### src/rtl/divtimer_pkg.sv
package divtimer_pkg;
  localparam logic [1:0] SEL_DIV   = 2'd0;
  localparam logic [1:0] SEL_START = 2'd1;
  localparam logic [1:0] SEL_ENTRY = 2'd2;
  localparam int MASK_BIT   = 16;
  localparam int REPEAT_BIT = 17;
  localparam int CODE_W     = 3;

  typedef struct packed {
    logic load;
    logic tick;
    logic repeatMode;
    logic masked;
  } tmrStrobe_t;
endpackage

### src/rtl/divtimer_ctrl.sv
module divtimer_ctrl
  import divtimer_pkg::*;
#(
  parameter int COUNT_W = 32,
  parameter int VEC_W   = 8
) (
  input  logic               clk,
  input  logic               rstN,
  input  logic               wrEn,
  input  logic [1:0]         wrSel,
  input  logic [31:0]        wrData,
  output tmrStrobe_t         strb,
  output logic [COUNT_W-1:0] loadVal,
  output logic [COUNT_W-1:0] startVal,
  output logic [VEC_W-1:0]   vecOut
);
  localparam int PRE_W = (1 << CODE_W) - 1;

  logic [3:0]        divCfg;
  logic [CODE_W-1:0] shiftAmt;
  logic [PRE_W-1:0]  preCnt;
  logic [PRE_W-1:0]  tickMask;
  logic              maskBit;
  logic              repeatBit;
  logic              startWr;

  assign startWr = wrEn && (wrSel == SEL_START);

  always_ff @(posedge clk or negedge rstN) begin
    if (!rstN) begin
      divCfg    <= '0;
      startVal  <= '0;
      vecOut    <= '0;
      maskBit   <= 1'b1;
      repeatBit <= 1'b0;
    end else if (wrEn) begin
      case (wrSel)
        SEL_DIV:   divCfg <= wrData[3:0] & 4'hB;
        SEL_START: startVal <= wrData[COUNT_W-1:0];
        SEL_ENTRY: begin
          vecOut    <= wrData[VEC_W-1:0];
          maskBit   <= wrData[MASK_BIT];
          repeatBit <= wrData[REPEAT_BIT];
        end
        default: ;
      endcase
    end
  end

  assign shiftAmt = {divCfg[3], divCfg[1:0]} + CODE_W'(1);
  assign tickMask = (PRE_W'(1) << shiftAmt) - PRE_W'(1);

  always_ff @(posedge clk or negedge rstN) begin
    if (!rstN)        preCnt <= '0;
    else if (startWr) preCnt <= '0;
    else              preCnt <= preCnt + PRE_W'(1);
  end

  always_comb begin
    strb.load       = startWr;
    strb.tick       = ((preCnt & tickMask) == tickMask);
    strb.repeatMode = repeatBit;
    strb.masked     = maskBit;
  end

  assign loadVal = wrData[COUNT_W-1:0];
endmodule

### src/rtl/divtimer_datapath.sv
module divtimer_datapath
  import divtimer_pkg::*;
#(
  parameter int COUNT_W = 32
) (
  input  logic               clk,
  input  logic               rstN,
  input  tmrStrobe_t         strb,
  input  logic [COUNT_W-1:0] loadVal,
  input  logic [COUNT_W-1:0] startVal,
  output logic [COUNT_W-1:0] count,
  output logic               expiry
);
  localparam logic [COUNT_W-1:0] ONE = COUNT_W'(1);

  always_ff @(posedge clk or negedge rstN) begin
    if (!rstN) begin
      count  <= '0;
      expiry <= 1'b0;
    end else begin
      expiry <= 1'b0;
      if (strb.load) begin
        count <= loadVal;
      end else if (strb.tick) begin
        if (count > ONE) begin
          count <= count - ONE;
        end else if (count == ONE) begin
          count  <= '0;
          expiry <= !strb.masked;
        end else if (strb.repeatMode) begin
          count <= startVal;
        end
      end
    end
  end
endmodule

### src/rtl/divtimer_top.sv
module divtimer_top
  import divtimer_pkg::*;
#(
  parameter int COUNT_W = 32,
  parameter int VEC_W   = 8
) (
  input  logic               clk,
  input  logic               rstN,
  input  logic               wrEn,
  input  logic [1:0]         wrSel,
  input  logic [31:0]        wrData,
  output logic [COUNT_W-1:0] curCount,
  output logic               irqPulse,
  output logic [VEC_W-1:0]   irqVector
);
  tmrStrobe_t         strb;
  logic [COUNT_W-1:0] loadVal;
  logic [COUNT_W-1:0] startVal;

  divtimer_ctrl #(.COUNT_W(COUNT_W), .VEC_W(VEC_W)) ctrl_i (
    .clk(clk), .rstN(rstN), .wrEn(wrEn), .wrSel(wrSel), .wrData(wrData),
    .strb(strb), .loadVal(loadVal), .startVal(startVal), .vecOut(irqVector)
  );

  divtimer_datapath #(.COUNT_W(COUNT_W)) dp_i (
    .clk(clk), .rstN(rstN), .strb(strb), .loadVal(loadVal),
    .startVal(startVal), .count(curCount), .expiry(irqPulse)
  );
endmodule

### config.mk
export PLATFORM = sky130hd
export DESIGN_NAME = divtimer_top
export DESIGN_NICKNAME = d
export VERILOG_FILES = /design/src/rtl/divtimer_pkg.sv /design/src/rtl/divtimer_ctrl.sv /design/src/rtl/divtimer_datapath.sv /design/src/rtl/divtimer_top.sv
export SDC_FILE = /design/constraint.sdc
export NUM_CORES = 1
export LEC_CHECK = 0
export ABC_AREA = 1
export BUFFER_PORTS_ARGS = -buffer_cell sky130_fd_sc_hd__clkbuf_2
export CAP_MARGIN = 20
export CELL_PAD_IN_SITES_DETAIL_PLACEMENT = 1
export CELL_PAD_IN_SITES_GLOBAL_PLACEMENT = 1
export CORE_UTILIZATION = 40
export DETAILED_ROUTE_END_ITERATION = 7
export PLACE_DENSITY = 0.78
export SYNTH_ARGS = -nofsm -noshare
export SYNTH_HDL_FRONTEND = slang
export SYNTH_SLANG_ARGS = --single-unit
export TNS_END_PERCENT = 100
### constraint.sdc
create_clock -name clk -period 4.6 [get_ports clk]
set_clock_uncertainty 0.15 [all_clocks]
set_input_delay 0.23 -clock clk [delete_from_list [all_inputs] [get_ports clk]]
set_output_delay 0.23 -clock clk [all_outputs]
set_load 0.005 [all_outputs]
==> results of run 1 <==
[state kept, by name, summed over array words and instances (netlist names)]
register	cells
dp_i.expiry	1
ctrl_i.maskBit	1
ctrl_i.repeatBit	1
ctrl_i.vecOut	8
ctrl_i.divCfg	3
ctrl_i.startVal	32
dp_i.count	32
ctrl_i.preCnt	7
[metal layers]
metal	vias up	track usage [%]	routed length, µm
met1	2550	33.51	7333
met2	122	41.78	7680
met3	30	3.269	604
li1	2571	-	-
met5	-	0	0
met4	0	9.145	415
[cells in the mapped netlist]
master,number,share of area [%]
nand3b_1,5,0.72
dfrtp_1,84,40
nor4_1,2,0.24
buf_2,7,0.67
xnor2_1,4,0.67
nand3_2,2,0.38
buf_1,1,0.072
buf_6,4,0.86
nor2_1,77,5.5
nand2_1,319,23
nor2_2,4,0.48
clkbuf_1,12,0.86
or2_2,1,0.12
a21oi_1,5,0.48
nand2_4,2,0.43
nor2_4,3,0.65
buf_4,4,0.57
and3_1,1,0.12
inv_2,1,0.072
xor2_1,7,1.2
o21ai_0,26,2.5
nand3_1,92,8.8
a21o_1,1,0.14
nor3_1,5,0.48
inv_1,64,4.6
dfstp_2,1,0.50
nor2_8,2,0.76
nand2_2,4,0.48
mux2_2,6,1.3
ha_1,4,0.96
nand3b_2,1,0.22
nand3_4,2,0.67
nand4_1,13,1.6
[power breakdown]
group / internal (mW) / total (mW) / switching (mW) / leakage, nW
Combinational: 0.549 / 1.57 / 1.02 / 2.27
Sequential: 0.940 / 1.18 / 0.242 / 1.08
Clock: 0.406 / 0.702 / 0.296 / 0.137
Total: 1.90 / 3.45 / 1.55 / 3.49
[cells by family after synthesis]
family | synth area share, %
AND/OR/NAND/NOR | 44.47
buffers and inverters | 7.694
flip-flops | 40.65
AO/OA/AOI/OAI | 3.106
XOR/XNOR | 1.840
multiplexers | 1.290
adder cells (fa/ha/maj) | 0.9558
[metrics by stage]
stage               std cells  utilization (%)
floorplan                 766                -
global route             1024            48.77
CTS                      1024            48.77
detailed placement        990            45.01
finish                   1024            48.77
global placement          990            45.01
[worst register-to-register path, delay by kind of cell (launching register included)]
| kind | cells | cell delay, ps |
|---|---|---|
| adders and majority gates | 1 | 240 |
| buffers and inverters | 1 | 130 |
| DFF | 1 | 430 |
| and+or+nand+nor | 9 | 1830 |
[path summary, 6_finish.rpt]
path | start | to | slack (ps) | cells past startpoint
max | dp_i.count[0]$_DFFE_PN0P_ | dp_i.count[1]$_DFFE_PN0P_ | 1720 | 11
min | wrData[30] | ctrl_i.startVal[30]$_DFFE_PN0P_ | 5 | 3
max reg2reg | dp_i.count[0]$_DFFE_PN0P_ | dp_i.count[1]$_DFFE_PN0P_ | 1720 | 11
min reg2reg | ctrl_i.startVal[20]$_DFFE_PN0P_ | ctrl_i.startVal[20]$_DFFE_PN0P_ | 330 | 2
max in group asynchronous | rstN | dp_i.count[12]$_DFFE_PN0P_ | 3010 | 3
min in group asynchronous | rstN | ctrl_i.preCnt[2]$_DFF_PN0_ | 240 | 2
[placed cells by master (no fill, tap or decap), drive strengths merged]
| master | n |
|---|---|
| o21ai | 26 |
| buf | 4 |
| xor2 | 7 |
| clkinvlp | 2 |
| nand2 | 325 |
| xnor2 | 4 |
| nand3b | 6 |
| nand3 | 96 |
| clkinv | 1 |
| nor3 | 5 |
| and3 | 1 |
| ha | 4 |
| clkbuf | 88 |
| a21oi | 5 |
| inv | 65 |
| mux2 | 6 |
| nor2 | 86 |
| dfrtp | 84 |
| nor4 | 2 |
| or2 | 1 |
| dlygate4sd3 | 19 |
| a21o | 1 |
| nand4 | 13 |
| dfstp | 1 |
[cell type report]
type	instances	area [µm²]	share of cell area [%]
Tap cell	172	215.2	3.482
Clock buffer	12	266.5	4.313
Timing Repair Buffer	99	600.6	9.719
Inverter	65	244.0	3.948
Sequential cell	85	2128	34.44
Multi-Input combinational cell	588	2705	43.77
Clock inverter	3	20.02	0.3240
[what timing repair did]
action | 4_1_cts | 5_1_grt
endpoints found under the hold margin | 55 | 0
hold buffers | 19 | 0
gates resized for setup | 0 | 0
setup endpoints to repair | 0 | 0
==> impl_results.md, run 1 <==
- Post-DRT Antenna Nets: 0
- Worst min path class: in -> reg
- Status: complete, no violations
- Type of origin of the critical path: flip-flop
- Worst-Skew Late Latency: approximately 340 ps
- Per-cell routed wire length: between 15 and 20 µm
- Netlist Area Pre-Place: 5236 µm²
- Synthesis-to-layout area growth: 18.02%
- Critical-path top delay cell: dfrtp_1
- Synth unique cells: 33
- Die Y-Extent: 116.4 µm
- Max Clk Rate: approximately 350 MHz
- Worst Tran Pin Value: approximately 850 ps
- PnR Total Power: ~3.4 mW
- Tmin final: a little under 3000 ps
- Post-CTS setup buffers: 0
- Static leakage: 3.489 nW
- Cell area after placement: approximately 5700 µm²
- Total GRT Usage: 25.12%
- Count of final setup violators: 0
- First-pass iteration count of the detailed router: 6
- Final HPWL DP: 11.48 mm
- DRC: 0
- Slew Viols, Final: 0
- GP Congestion: 0.8703
- CTS Buffer Depth: 2
- Layout cell share with drive strength beyond 1: between 10% and 20%
- Tcrit/Tclk final: 62.63%
- Total number of vias: ~5.3k
- Worst slack, placed: 1781 ps
- WHS: approximately 4.7 ps
- Maximum VDD drop: ~200 µV
- DR iter-0 viols: 267
- Via density: about 5.1
- ANT cells: 0
- Initial antenna violation count: 0
- Sink Count: 85
- Initial Utilization: about two fifths
- #FFs+latches synth: 85
- RSZ-0062 raised after global routing: false
- Core area: about 13000 µm²
- Slack of the critical path: between 1500 and 2000 ps
- Worst EP arrival: between 2000 and 3000 ps
- Final Hold Viols: 0
- CP delay by family, top: simple AND/OR/NAND/NOR gates
- Max-cap violation count: 0
- CP cell instances: inv_1 -> ha_1 -> nand2_2 -> nor2_8 -> nand3_4 -> nor2_8 -> nand3_2 -> nand3_4 -> nand2_4 -> nand2_1 -> nand2_1
- Syn_area_per_cell: approximately 6.8 µm²
- CP required: between 4000 and 5000 ps
- Buffers & Inverters on Critical Path: 1
- Row count: 41
- Worst-path clk slew: 60 ps
- Max incr delay on CP: ~430 ps
- Setup TNS: 0 ps
- WL final: 16.04 mm
- Crit Path Class: reg -> reg
- Register area share after synthesis: 40.65%
- CTS tree: built
- Number of fill cells: 1703
- GR Overflow Total: 0
- Worst-path maximum fanout: 33
- Post-route cell area: about 6000 µm²
- Post-Synthesis Cells: 766
- Vias in the first global route: 5328
- Largest net degree at the start of global routing: 81
- Pwr dens: 558.3 nW/µm²
- I/O pins: around 80
- # nets final: a little under 900
- Die ar.: ~14000 µm²
- CTS root buf: clkbuf_16
- Element type at the critical path end: flip-flop
- Die Width: roughly 120 µm
- Synth warn: 0
- First-pass GRT wire length: around 26 mm
- CTS H-tree depth: 3
- Port bufs: 77
- Slew headroom: between 40% and 50%
- Syn Nets: around 810
- TritonCTS buffer count: 9
No activity file was read; power rests on OpenSTA's default activity.
==> run 2, diff against run 1 <==
Settings changed: CORE_UTILIZATION 40 to 37, PLACE_DENSITY 0.78 to 0.76.
Clock period 4.6 ns to 2.4 ns, I/O delays scaled along.
==> impl_results.md, run 2 (synthesis results as in run 1) <==
- GR Overflow Total: 0
- Worst min path class: in -> reg
- Pwr dens: 1069 nW/µm²
- WHS: 39.50 ps
- Element type at the critical path end: flip-flop
- CP cell instances: inv_1 -> ha_2 -> nand2_2 -> nor2_8 -> nand3_4 -> nor2_8 -> nand3_2 -> nand3_4 -> nand2_8 -> nand2_1 -> nand2_1
- WHS Path Cells: 3
- Die ar.: between 10000 and 15000 µm²
- Buffers & Inverters on Critical Path: 1
- Status: complete, no violations
- CTS tree: built
- Worst Tran Pin Value: ~600 ps
- Worst hold start: wrEn
- Slew headroom: about three fifths
- Reg2reg path depth: 11
- Worst EP arrival: around 2400 ps
- Die Y-Extent: roughly 120 µm
- CTS H-tree depth: 3
- Reg2Reg Setup Slack: 110 ps
- DR iter-0 viols: ~280
- RR Startpoint: dp_i.count[1]$_DFFE_PN0P_
- First-pass GRT wire length: ~29 mm
- Sink Count: 85
- PnR Total Power: 7.252 mW
- Maximum VDD drop: roughly 430 µV
- Die Width: between 100 and 150 µm
- Row count: 43
- TritonCTS buffer count: 9
- Setup TNS: 0 ps
- CTS Buffer Depth: 2
- Max-cap violation count: 0
- I/O pins: 78
- CTS root buf: clkbuf_16
- Port bufs: between 70 and 80
- Static leakage: ~3.8 nW
- Slew Viols, Final: 0
- Core area: between 10000 and 15000 µm²
- WL final: about 19 mm
- R2R Path End: dp_i.count[1]$_DFFE_PN0P_
- Number of fill cells: approximately 1.8k
- Most common cell after layout, fill and taps aside: nand2_1
- Worst-path clk slew: 70 ps
- Total GRT Usage: between 20 and 30%
- Layout cell share with drive strength beyond 1: between 10% and 20%
- Via density: slightly above 5
- Tcrit/Tclk final: approximately 95%
- Worst-path maximum fanout: 16
- ANT cells: 0
- Final Hold Viols: 0
- Largest net degree at the start of global routing: 81
- Max incr delay on CP: slightly above 400 ps
- Type of origin of the critical path: flip-flop
- Max Clk Rate: 437.2 MHz
- Total number of vias: roughly 5.6k
- Worst path depth: 11
- Tmin final: 2287 ps
- Reg area: about 2100 µm²
- Commonest cells after routing, fill and taps aside: 317 x nand2_1, 92 x nand3_1, 84 x dfrtp_1
- Initial Utilization: between 30 and 40%
- DRC: 0
- Crit Path Class: reg -> reg
- Critical-path top delay cell: dfrtp_1
- First-pass iteration count of the detailed router: 4
- Worst-Skew Late Latency: roughly 360 ps
- CP delay by family, top: simple AND/OR/NAND/NOR gates
- GP Congestion: 0.8376
- Per-cell routed wire length: about 17 µm
- Hold Path End: ctrl_i.divCfg[3]$_DFFE_PN0P_
- Count of final setup violators: 0
- # nets final: roughly 940
- Initial antenna violation count: 0
- Multi-input gate area: around 2800 µm²
- Vias in the first global route: between 5k and 6k
- Post-DRT Antenna Nets: 0
- Final HPWL DP: 12.72 mm
- Synthesis-to-layout area growth: 29.58%
- Top Registers: ctrl_i.startVal (32), dp_i.count (32), ctrl_i.vecOut (8)
- CP required: 2490 ps
## run 2: changes by cell type in the layout (fill, tap and decap cells not counted), moves of 3 or more
cell,change
buf_4,+31
dlygate4sd3_1,+14
clkbuf_8,-3
buf_12,+3
nor2_1,-3
## run 2: how the worst max path moves through the flow
stage	slack [ps]	from	end
floorplan	380	dp_i.count[0]$_DFFE_PN0P_	dp_i.count[13]$_DFFE_PN0P_
global placement	60	dp_i.count[0]$_DFFE_PN0P_	dp_i.count[23]$_DFFE_PN0P_
detailed placement	-6	ctrl_i.divCfg[1]$_DFFE_PN0P_	dp_i.count[26]$_DFFE_PN0P_
CTS	7	dp_i.count[0]$_DFFE_PN0P_	dp_i.count[13]$_DFFE_PN0P_
global route	-0.2	dp_i.count[1]$_DFFE_PN0P_	dp_i.count[26]$_DFFE_PN0P_
finish	110	dp_i.count[1]$_DFFE_PN0P_	dp_i.count[1]$_DFFE_PN0P_
## run 2: report_power, final
group	internal, mW	switching [mW]
clock network	0.817	0.652
registers	1.80	0.369
logic	1.36	2.25
## run 2: repair_timing
item	in CTS	in global routing
resized for setup	1	16
setup endpoints to repair	8	32
buffers inserted	0	8
pin swaps	0	7
cloned	0	5
hold buffers	33	0
hold endpoints to repair	114	0
## run 2: cell type report
cell class                      count  area share (%)
Multi-Input combinational cell    590           41.16
Clock buffer                       10           3.375
Timing Repair Buffer              150           16.13
Inverter                           65           3.596
Clock inverter                      6           1.051
Tap cell                          180           3.319
Sequential cell                    85           31.37
## run 2: worst register-to-register path: stages, from the launching register on
cell and delay [ps]:
dfrtp_1 410, inv_1 100, ha_2 210, nand2_2 130, nor2_8 180, nand3_4 100, nor2_8 190, nand3_2 100
nand3_4 250, nand2_8 170, nand2_1 130, nand2_1 50
## run 2: routing by layer
metal / up-vias / global-route usage [%] / part of all wire [%]
li1: 2683 / - / -
met1: 2770 / 32.23 / 45
met2: 106 / 44.04 / 51
met3: 21 / 4.041 / 3.1
met4: 0 / 8.565 / 1.6
met5: - / 0 / 0
## run 2: per-stage QoR
stage / setup WS, ps / instances / util [%] / cell area, µm²
floorplan: 377.4 / 766 / - / 5236
global placement: 56.14 / 1024 / 43.00 / 5946
detailed placement: -5.553 / 1024 / 43.00 / 5946
CTS: 6.551 / 1073 / 47.62 / 6585
global route: -0.1981 / 1086 / 49.07 / 6785
finish: 112.9 / 1086 / 49.07 / 6785
==> run 3, diff against run 2 <==
Settings changed: CTS_BUF_LIST set to sky130_fd_sc_hd__clkbuf_16.
==> impl_results.md, run 3 (synthesis results as in run 1) <==
- Status: complete, no violations
- Largest net degree at the start of global routing: 81
- Critical-path top delay cell: dfrtp_1
- Worst min path class: in -> reg
- Initial antenna violation count: 0
- Slack of the critical path: between 100 and 150 ps
- Total number of vias: ~5.6k
- Static leakage: 3.806 nW
- WL final: around 18 mm
- Die ar.: ~15000 µm²
- Max incr delay on CP: roughly 410 ps
- Pwr dens: 1067 nW/µm²
- GR Overflow Total: 0
- Type of origin of the critical path: flip-flop
- Buffers & Inverters on Critical Path: 1
- Worst-path maximum fanout: 16
- Final HPWL DP: between 10 and 15 mm
- PnR Total Power: approximately 7.2 mW
- Per-cell routed wire length: around 17 µm
- Tcrit/Tclk final: around 95%
- Core area: between 10000 and 15000 µm²
- Count of final setup violators: 0
- Commonest cells after routing, fill and taps aside: 317 x nand2_1, 92 x nand3_1, 84 x dfrtp_1
- TritonCTS buffer count: 9
- Port bufs: 77
- CP cell instances: inv_1 -> ha_2 -> nand2_2 -> nor2_8 -> nand3_4 -> nor2_8 -> nand3_2 -> nand3_4 -> nand2_8 -> nand2_1 -> nand2_1
- I/O pins: 78
- Max-cap violation count: 0
- CP delay by family, top: simple AND/OR/NAND/NOR gates
- First-pass GRT wire length: 28.81 mm
- Maximum VDD drop: 431.1 µV
- Worst Tran Pin Value: 602.0 ps
- Final Hold Viols: 0
- Total GRT Usage: roughly a quarter
- # nets final: about 940
- Synthesis-to-layout area growth: 29.58%
- Element type at the critical path end: flip-flop
- Slew headroom: between 50% and 60%
- GP Congestion: 0.8376
- Slew Viols, Final: 0
- Worst-path clk slew: approximately 70 ps
- Die Width: roughly 120 µm
- CTS root buf: clkbuf_16
- ANT cells: 0
- Max Clk Rate: 437.5 MHz
- First-pass iteration count of the detailed router: 4
- Die Y-Extent: around 120 µm
- CTS tree: built
- CP required: approximately 2500 ps
- DR iter-0 viols: about 240
- Worst EP arrival: roughly 2400 ps
- Tmin final: between 2000 and 2500 ps
- Via density: about 5.1
- Crit Path Class: reg -> reg
- Top Registers: ctrl_i.startVal (32), dp_i.count (32), ctrl_i.vecOut (8)
- CTS H-tree depth: 3
- Row count: 43
- Initial Utilization: 37.87%
- DRC: 0
- Setup TNS: 0 ps
- Sink Count: between 80 and 90
- Post-DRT Antenna Nets: 0
- Layout cell share with drive strength beyond 1: approximately a fifth
- Worst slack, placed: -5.553 ps
- Most common cell after layout, fill and taps aside: nand2_1
- CTS Buffer Depth: 2
- Worst-Skew Late Latency: 360 ps
- Vias in the first global route: about 5.8k
run 3: final cells by class:
| class | instances | area [µm²] |
|---|---|---|
| clock buffer | 9 | 225.2 |
| clock inverter | 7 | 75.07 |
| fill | 1786 | 7042 |
| inverter | 65 | 244.0 |
| multi-input combinational | 590 | 2793 |
| sequential | 85 | 2128 |
| tap | 180 | 225.2 |
| timing repair buffer | 150 | 1095 |
run 3: path summary, 6_finish.rpt:
kind | from | to | slack, ps | depth (start not counted)
setup / recovery | dp_i.count[1]$_DFFE_PN0P_ | dp_i.count[1]$_DFFE_PN0P_ | 110 | 11
hold / removal | wrEn | ctrl_i.divCfg[3]$_DFFE_PN0P_ | 40 | 3
setup reg to reg | dp_i.count[1]$_DFFE_PN0P_ | dp_i.count[1]$_DFFE_PN0P_ | 110 | 11
hold reg to reg | ctrl_i.startVal[12]$_DFFE_PN0P_ | ctrl_i.startVal[12]$_DFFE_PN0P_ | 330 | 2
max in group asynchronous | rstN | ctrl_i.maskBit$_DFFE_PN1P_ | 1240 | 3
min in group asynchronous | rstN | ctrl_i.startVal[8]$_DFFE_PN0P_ | 130 | 2
run 3: where the power goes:
group	internal (mW)	switching (mW)
combinational	1.36	2.25
sequential	1.80	0.370
clock	0.813	0.649
run 3: stage by stage:
stage | utilization, % | cells | hold WS (ps) | instance area [µm²]
global placement | 43.00 | 1024 | -31.58 | 5946
detailed placement | 43.00 | 1024 | -28.31 | 5946
finish | 49.07 | 1086 | 36.93 | 6785
floorplan | - | 766 | -325.6 | 5236
global route | 49.07 | 1086 | 103.2 | 6785
CTS | 47.62 | 1073 | 45.63 | 6585
run 3: worst register-to-register path, cell delays in order, from the launching register on:
cell and delay (ps):
dfrtp_1 410, inv_1 100, ha_2 210, nand2_2 120, nor2_8 180, nand3_4 100
nor2_8 190, nand3_2 100, nand3_4 250, nand2_8 170, nand2_1 130, nand2_1 50
run 3: layer usage:
layer  up-vias  share of wire [%]  global-route usage [%]
li1       2688                  -                       -
met1      2747                 43                   32.23
met2       121                 51                   44.04
met3        22                3.9                   4.041
met4         0                1.8                   8.565
met5         -                  0                       0
run 3: timing repair:
item / in CTS / in global routing
setup endpoints to repair: 8 / 32
gates resized for setup: 1 / 16
gates cloned: 0 / 5
buffers inserted: 0 / 8
hold endpoints to repair: 114 / 0
pin swaps: 0 / 7
hold buffers: 33 / 0
